**src/rtl/cps_pkg.sv**
```systemverilog
package cps_pkg;
    typedef enum logic [2:0] {
        S_OFF,
        S_UP_VCC,
        S_UP_IO,
        S_UP_CLK,
        S_ON,
        S_DN_RST,
        S_DN_CLK,
        S_DN_IO
    } seq_state_e;
endpackage

```
**src/rtl/cps_detect.sv**
```systemverilog
module cps_detect #(
    parameter int DEB_TICKS = 4
) (
    input  logic clk,
    input  logic rst_n,
    input  logic tick,
    input  logic det_raw,
    input  logic det_pol,
    output logic present
);
    localparam int CW = $clog2(DEB_TICKS + 1);

    typedef struct packed {
        logic [1:0]    sync;
        logic          stable;
        logic [CW-1:0] cnt;
    } det_t;

    det_t det_d, det_q;
    logic sample;

    always_comb begin
        det_d      = det_q;
        det_d.sync = {det_q.sync[0], det_raw};
        sample     = (det_q.sync[1] == det_pol);
        if (tick) begin
            if (sample == det_q.stable) begin
                det_d.cnt = '0;
            end else if (det_q.cnt == CW'(DEB_TICKS - 1)) begin
                det_d.stable = sample;
                det_d.cnt    = '0;
            end else begin
                det_d.cnt = det_q.cnt + 1'b1;
            end
        end
    end

    always_ff @(posedge clk or negedge rst_n) begin
        if (!rst_n) det_q <= '0;
        else        det_q <= det_d;
    end

    assign present = det_q.stable;
endmodule

```
**src/rtl/cps_fault.sv**
```systemverilog
module cps_fault (
    input  logic clk,
    input  logic rst_n,
    input  logic ovl,
    input  logic powered,
    input  logic stat_rd,
    output logic fault,
    output logic conv_en
);
    logic fault_d, fault_q;

    always_comb begin
        fault_d = fault_q;
        if (stat_rd)         fault_d = 1'b0;
        if (ovl && powered)  fault_d = 1'b1;
    end

    always_ff @(posedge clk or negedge rst_n) begin
        if (!rst_n) fault_q <= 1'b0;
        else        fault_q <= fault_d;
    end

    assign fault   = fault_q;
    assign conv_en = !fault_q;
endmodule

```
**src/rtl/cps_seq.sv**
```systemverilog
module cps_seq
    import cps_pkg::*;
#(
    parameter int STEP_TICKS = 3,
    parameter int RST_W      = 4
) (
    input  logic             clk,
    input  logic             rst_n,
    input  logic             tick,
    input  logic             cclk_stb,
    input  logic             act_req,
    input  logic             deact_req,
    input  logic             present,
    input  logic             ovl,
    input  logic             vgood,
    input  logic             fault,
    input  logic [RST_W-1:0] rst_len,
    output logic             vcc_en,
    output logic             io_en,
    output logic             clk_en,
    output logic             card_rst
);
    localparam int SW = $clog2(STEP_TICKS + 1);
    localparam int CW = (SW > RST_W) ? SW : RST_W;

    typedef struct packed {
        seq_state_e    st;
        logic [CW-1:0] cnt;
    } seq_t;

    seq_t seq_d, seq_q;
    logic stop, step_done;

    always_comb begin
        seq_d     = seq_q;
        stop      = deact_req || !present || ovl;
        step_done = tick && (seq_q.cnt == CW'(STEP_TICKS - 1));
        case (seq_q.st)
            S_OFF: begin
                if (act_req && present && !fault && !ovl) begin
                    seq_d.st  = S_UP_VCC;
                    seq_d.cnt = '0;
                end
            end
            S_UP_VCC: begin
                seq_d.cnt = '0;
                if (stop)       seq_d.st = S_DN_IO;
                else if (vgood) seq_d.st = S_UP_IO;
            end
            S_UP_IO: begin
                if (stop) begin
                    seq_d.st  = S_DN_CLK;
                    seq_d.cnt = '0;
                end else if (step_done) begin
                    seq_d.st  = S_UP_CLK;
                    seq_d.cnt = '0;
                end else if (tick) begin
                    seq_d.cnt = seq_q.cnt + 1'b1;
                end
            end
            S_UP_CLK: begin
                if (stop) begin
                    seq_d.st  = S_DN_RST;
                    seq_d.cnt = '0;
                end else if (seq_q.cnt == CW'(rst_len)) begin
                    seq_d.st  = S_ON;
                    seq_d.cnt = '0;
                end else if (cclk_stb) begin
                    seq_d.cnt = seq_q.cnt + 1'b1;
                end
            end
            S_ON: begin
                seq_d.cnt = '0;
                if (stop) seq_d.st = S_DN_RST;
            end
            default: begin
                if (step_done) begin
                    seq_d.cnt = '0;
                    case (seq_q.st)
                        S_DN_RST: seq_d.st = S_DN_CLK;
                        S_DN_CLK: seq_d.st = S_DN_IO;
                        default:  seq_d.st = S_OFF;
                    endcase
                end else if (tick) begin
                    seq_d.cnt = seq_q.cnt + 1'b1;
                end
            end
        endcase
    end

    always_ff @(posedge clk or negedge rst_n) begin
        if (!rst_n) seq_q <= '{st: S_OFF, cnt: '0};
        else        seq_q <= seq_d;
    end

    assign vcc_en   = (seq_q.st != S_OFF);
    assign io_en    = (seq_q.st == S_UP_IO) || (seq_q.st == S_UP_CLK) || (seq_q.st == S_ON)
                   || (seq_q.st == S_DN_RST) || (seq_q.st == S_DN_CLK);
    assign clk_en   = (seq_q.st == S_UP_CLK) || (seq_q.st == S_ON) || (seq_q.st == S_DN_RST);
    assign card_rst = (seq_q.st == S_ON);
endmodule

```
**src/rtl/card_pwr_seq.sv**
```systemverilog
module card_pwr_seq #(
    parameter int STEP_TICKS = 3,
    parameter int DEB_TICKS  = 4,
    parameter int RST_W      = 4
) (
    input  logic             clk,
    input  logic             rst_n,
    input  logic             tick,
    input  logic             cclk_stb,
    input  logic             act_req,
    input  logic             deact_req,
    input  logic             det_raw,
    input  logic             det_pol,
    input  logic             ovl,
    input  logic             vgood,
    input  logic             stat_rd,
    input  logic [RST_W-1:0] rst_len,
    output logic             vcc_en,
    output logic             conv_en,
    output logic             card_rst,
    output logic             clk_en,
    output logic             io_en,
    output logic             fault
);
    logic present;

    cps_detect #(.DEB_TICKS(DEB_TICKS)) i_detect (
        .clk(clk), .rst_n(rst_n), .tick(tick),
        .det_raw(det_raw), .det_pol(det_pol), .present(present)
    );

    cps_fault i_fault (
        .clk(clk), .rst_n(rst_n), .ovl(ovl), .powered(vcc_en),
        .stat_rd(stat_rd), .fault(fault), .conv_en(conv_en)
    );

    cps_seq #(.STEP_TICKS(STEP_TICKS), .RST_W(RST_W)) i_seq (
        .clk(clk), .rst_n(rst_n), .tick(tick), .cclk_stb(cclk_stb),
        .act_req(act_req), .deact_req(deact_req), .present(present),
        .ovl(ovl), .vgood(vgood), .fault(fault), .rst_len(rst_len),
        .vcc_en(vcc_en), .io_en(io_en), .clk_en(clk_en), .card_rst(card_rst)
    );
endmodule

```
**config.mk**
```make
export PLATFORM = sky130hd
export DESIGN_NAME = card_pwr_seq
export DESIGN_NICKNAME = d
export VERILOG_FILES = /design/src/rtl/cps_pkg.sv /design/src/rtl/cps_detect.sv /design/src/rtl/cps_fault.sv /design/src/rtl/cps_seq.sv /design/src/rtl/card_pwr_seq.sv
export SDC_FILE = /design/constraint.sdc
export NUM_CORES = 1
export LEC_CHECK = 0
export BUFFER_PORTS_ARGS = -buffer_cell sky130_fd_sc_hd__buf_2
export CORE_ASPECT_RATIO = 1.4
export CORE_UTILIZATION = 38
export DETAILED_ROUTE_END_ITERATION = 10
export PLACE_DENSITY_LB_ADDON = 0.05
export SYNTH_ARGS = -nofsm -noshare
export SYNTH_HDL_FRONTEND = slang
export SYNTH_SLANG_ARGS = --single-unit
export TNS_END_PERCENT = 20
```
**constraint.sdc**
```tcl
create_clock -name clk -period 3.9 [get_ports clk]
set_input_delay 0.975 -clock clk [delete_from_list [all_inputs] [get_ports clk]]
set_output_delay 0.975 -clock clk [all_outputs]
set_load 0.01 [all_outputs]
```
-- After elaboration in Yosys (flattened, before gate mapping)
Index checks and enable logic that the tools add are counted.
- add/subtract/negate cells: 2
- eq/ne operators: 17
- muxes and demuxes: 19
- bitwise operators: 1
- reduce and logical (&&, ||, !) cells: 23
- operator list (operator ; number):
    $pmux W7 S5 ; 1
    $mux W3 ; 8
    $mux W7 ; 3
    $mux W4 ; 4
    $eq A3 B2 Y1 const B ; 3
    $eq A3 B3 Y1 const B ; 3
    $logic_or A1 B1 Y1 ; 8
    $ne A3 B1 Y1 const B ; 2
    $pmux W3 S2 ; 1
    $reduce_and A6 Y1 ; 1
    $reduce_bool A6 Y1 ; 1
    $logic_and A1 B1 Y1 ; 5
    $add A4 B1 Y4 const B ; 1
    $eq A4 B2 Y1 const B ; 1
    $eq A4 B4 Y1 ; 1
    $ne A2 B1 Y1 const B ; 2
    $ne A4 B2 Y1 const B ; 1
    $add A3 B1 Y3 const B ; 1
    $eq A3 B1 Y1 const B ; 1
    $logic_not A1 Y1 ; 3
    $logic_not A3 Y1 ; 1
    $ne A3 B2 Y1 const B ; 1
    $reduce_and A3 Y1 ; 1
    $reduce_bool A3 Y1 ; 1
    other kinds (5) ; 7
- register bits after elaboration: 14
- output and inout port bits: 6
- logic and storage cells: 68

-- Longest topological paths before layout
- depth in word-level cells: 5
- mapped depth: 7
- mapped depth without buffers: 7

-- Hierarchy
A second synthesis with hierarchy kept.
- cell total of the unflattened synthesis: 92
- area, all modules: 898.4 µm²
- modules (own cells, without submodules) (module ; times used ; cells an instance ; area each (µm²) ; sequential area each (µm²)):
    cps_seq ; 1 ; 68 ; 590.6 ; 175.2
    cps_detect ; 1 ; 20 ; 266.5 ; 150.1
    cps_fault ; 1 ; 4 ; 41.3 ; 25.0

-- Worst setup path after synthesis
Ideal clock, no wire load.
- kind: input-to-reg
- start: input port ovl
- end: register i_seq.seq_q[2] (netlist bit)
- library setup time: 101 ps
- arrival time: 2268 ps
- slack: 1532 ps
- stages on the path: 5
- cells stage by stage: or4b_4 a211oi_4 nand2_1 a21o_1 o311ai_2
- cells in the longest elaborated chain, start to end: 4
- elaborated cells on any way between the ends: 9
- those cells by class: eq/ne (2); mux (3); reduce/logical (4)
- RTL lines (element ; RTL line ; source):
    from (decl) ; card_pwr_seq.sv:14 ; input logic ovl,
    $logic_not A1 Y1 ; cps_seq.sv:40 ; if (act_req && present && !fault && !ovl) begin
    $logic_and A1 B1 Y1 ; cps_seq.sv:40 ;
    $ne A2 B1 Y1 (no line) ; - ;
    $reduce_and A2 Y1 (no line) ; - ;
    to (signal assigned) ; cps_seq.sv:92 ; if (!rst_n) seq_q <= '{st: S_OFF, cnt: '0};
    to (signal assigned) ; cps_seq.sv:93 ; else seq_q <= seq_d;
    to (decl) ; cps_seq.sv:31 ; seq_t seq_d, seq_q;
Several ways; a longest one is shown, not always the timed one.
A chain may end at the register's enable or synchronous reset.

-- Final worst setup path
- start: register i_seq.seq_q[5] (netlist bit)
- end: output port vcc_en
- cells in the longest elaborated chain, start to end: 1
- RTL lines (element ; RTL line ; source):
    $reduce_bool A3 Y1 ; cps_seq.sv:96 ; assign vcc_en = (seq_q.st != S_OFF);
    to (decl) ; card_pwr_seq.sv:18 ; output logic vcc_en,
No other way between the ends.

==> metrics.md <==
| Metric | Value |
|---|---|
| Syn_nets | `approximately 110` |
| Worst reg2reg endpoint | `i_seq.seq_q[2]` |
| Slowest stage delay, CP | `0.54 ns` |
| Hold wc startpoint | `i_detect.det_d[5]` |
| Hold buffers post-CTS | `0` |
| DR vias | `750` |
| PortBufs | `20` |
| Clk sink count | `14` |
| CP delay by family, top | `flip-flops` |
| RSZ-0062 raised after global routing | `no` |
| DIE AREA | `2514 sq um` |
| Die width | `about 43 microns` |
| Worst Path Buf+Inv | `1` |
| Worst endpoint data arrival time | `about 1.5 ns` |
| Fin crit period | `about 2.4 ns` |
| Worst-path cell chain | `or3_1 -> buf_2` |
| CTS tree | `yes` |
| Post-CTS Resized | `0` |
| Outcome | `complete, no violations` |
| Number of global-route vias before repair | `689` |
| Layout cells sized above 1 | `29.73%` |
| PwrDens | `597.3 nW/um^2` |
| Post-Syn Instances | `91` |
| Worst setup SP type | `flip-flop` |
| Peak Freq | `0.4111 GHz` |
| Worst-path clk slew | `approximately 0.090 ns` |
| GRT Total Usage | `15.22%` |
| Worst hold path depth | `0` |
| TritonRoute pass-1 iters | `4` |
| Worst Hold Path EP | `i_detect.det_q[5]` |
| CP max FO | `13` |
| Core footprint | `approximately 2200 sq um` |
| Die height | `between 50 and 60 microns` |
| WP data required | `2.92 ns` |
| Row Count | `20` |
| Avg Synthesized Cell Area | `9.666 sq um` |
| Final Max Slew Viols | `0` |
| Max-cap violation count | `0` |
| Gpl congestion | `0.8201` |
| Final setup viols | `0` |
| Detailed Place HPWL | `approximately 1400 microns` |
| Relative slew slack | `55.70%` |
| Worst-skew pair later-pin latency | `between 0.2 and 0.3 ns` |
| Setup bufs post-CTS | `0` |
| Area added between synthesis and finish | `16.79%` |
| Peak VDD IR | `0.0003195 V` |
| Synth cell types | `38` |
| Initial antenna violation count | `0` |
| Drt first-iter violations | `13` |
| Clock Skews | `between 0.003 and 0.004 ns` |
| LEAKAGE | `approximately 0.46 nW` |
| Worst R2R Start | `i_seq.seq_q[4]` |
| Worst min-delay path category | `reg2reg` |
| Ant diodes | `0` |
| H-Tree Depth | `1` |
| Synth Warn # | `0` |
| Global route overflow | `0` |
| CP Capture Type | `output port` |
| I/O pins | `21` |
| FFs w/ async S/R, synth | `100.0%` |
| Via density per instance | `~5.6` |
| Fin. Hold Viols | `0` |
| TritonCTS Buffers | `3` |
| FF-to-FF path depth | `5` |
| Crit share post-route | `62.38%` |
| Mapped Area | `879.6 sq um` |
| Final Total Pwr | `0.0006135 W` |
| EDFF count, synth | `0` |
| Initial core utilization | `40.40%` |
| Maximum root-to-sink buffer count | `2` |
| Register area share after synthesis | `between 30% and 40%` |
| WL final | `1784 microns` |
| WL per Instance | `13.41 microns` |
| Slew @ Worst Pin | `0.6585 ns` |
| WS Path Type | `reg2out` |
| Antenna viol nets, final | `0` |
| Root Driver | `clkbuf_4` |
| Global-route wire length before repair | `2946 microns` |
| Post-Route Hold Slack | `0.3546 ns` |
| Setup TNS | `0 ns` |
| Flops & latches, synth | `14` |
| Final net count | `130` |
| Synth Flop Type | `dfrtp_1` |
| DRC errors left | `0` |
| R2R Setup Slk | `~1.8 ns` |
| Maximum number of pins on one net before global-route repair | `15` |
| Slowest CP cell | `dfrtp_1` |
worst max-delay path by stage:
stage | from | slack [ns] | to | cells after the start
after floorplan | ovl | 1.53 | i_seq.seq_q[2] | 5
after global placement | ovl | 1.34 | i_seq.seq_q[0] | 5
after detailed placement | ovl | 1.32 | i_seq.seq_q[2] | 6
after CTS | i_seq.seq_q[5] | 1.46 | vcc_en | 2
after global routing | i_seq.seq_q[6] | 1.39 | clk_en | 4
final | i_seq.seq_q[5] | 1.47 | vcc_en | 2
cells in the final DEF (no fill, tap or decap), drive strengths merged, types with 3 or more instances in the layout:
cell type and n:
a211oi 3, nor2 3, clkbuf 4, nand2 5
o21ai 9, dfrtp 14, nand3 6, xnor2 3
inv 6, buf 20, xor2 4, ha 3
logic make-up after synthesis:
| group | share of synthesized area [%] |
|---|---|
| mux | 1.280 |
| compound gates | 22.62 |
| fa+ha+maj | 4.268 |
| flops | 39.83 |
| xor+xnor | 6.970 |
| simple gates | 20.63 |
| buf+inv | 4.409 |
sequential cells by signal, indices dropped and copies added (netlist names):
signal / cells
i_detect.present: 1
i_detect.det_q: 4
i_fault.fault: 1
i_seq.seq_q: 7
i_detect.det_d: 1
metrics by stage:
step / utilization, % / setup WS, ns / cell area (sq um) / std cells
4_1_cts: 47.18 / 1.460 / 1027 / 133
2_1_floorplan: - / 1.532 / 879.6 / 91
6_report: 47.18 / 1.467 / 1027 / 133
5_1_grt: 47.18 / 1.390 / 1027 / 133
3_3_place_gp: 45.52 / 1.336 / 991.0 / 129
3_5_place_dp: 45.52 / 1.317 / 991.0 / 129
synthesized netlist by cell type (2+ instances only):
cell	n	share of area, %
xor2_1	4	4.0
nor2_1	3	1.3
o21ai_0	9	5.1
nand3_1	6	3.4
xnor2_1	3	3.0
o221ai_1	2	2.0
a31oi_1	2	1.4
dfrtp_1	14	40
inv_1	6	2.6
or2_2	2	1.4
a211oi_1	2	1.7
or3_1	2	1.4
ha_1	3	4.3
o22ai_1	2	1.4
nand2_1	5	2.1
nor3_1	2	1.1
a21o_1	2	1.7
clkbuf_1	2	0.85
power breakdown:
group | leakage (nW) | switching [W] | internal (W) | total (W)
clock network | 0.0210 | 0.0000471 | 0.0000566 | 0.000104
logic | 0.268 | 0.000124 | 0.000122 | 0.000246
registers | 0.171 | 0.0000752 | 0.000189 | 0.000264
area by class of cell:
| type | count | area [sq um] |
|---|---|---|
| clock buffers | 4 | 36.28 |
| fillers | 217 | 1150 |
| inverters | 6 | 22.52 |
| multi-input cells | 67 | 490.5 |
| flip-flops and latches | 14 | 350.3 |
| well taps | 22 | 27.53 |
| repair buffers | 20 | 100.1 |
per-layer routing:
layer	GRT usage (%)	part of all wire, %	up-vias
met5	0	0	-
met4	5.357	0.95	0
met2	26.19	49	14
li1	-	-	372
met1	19.49	47	362
met3	1.840	3.0	2
No activity file was read; power rests on OpenSTA's default activity.
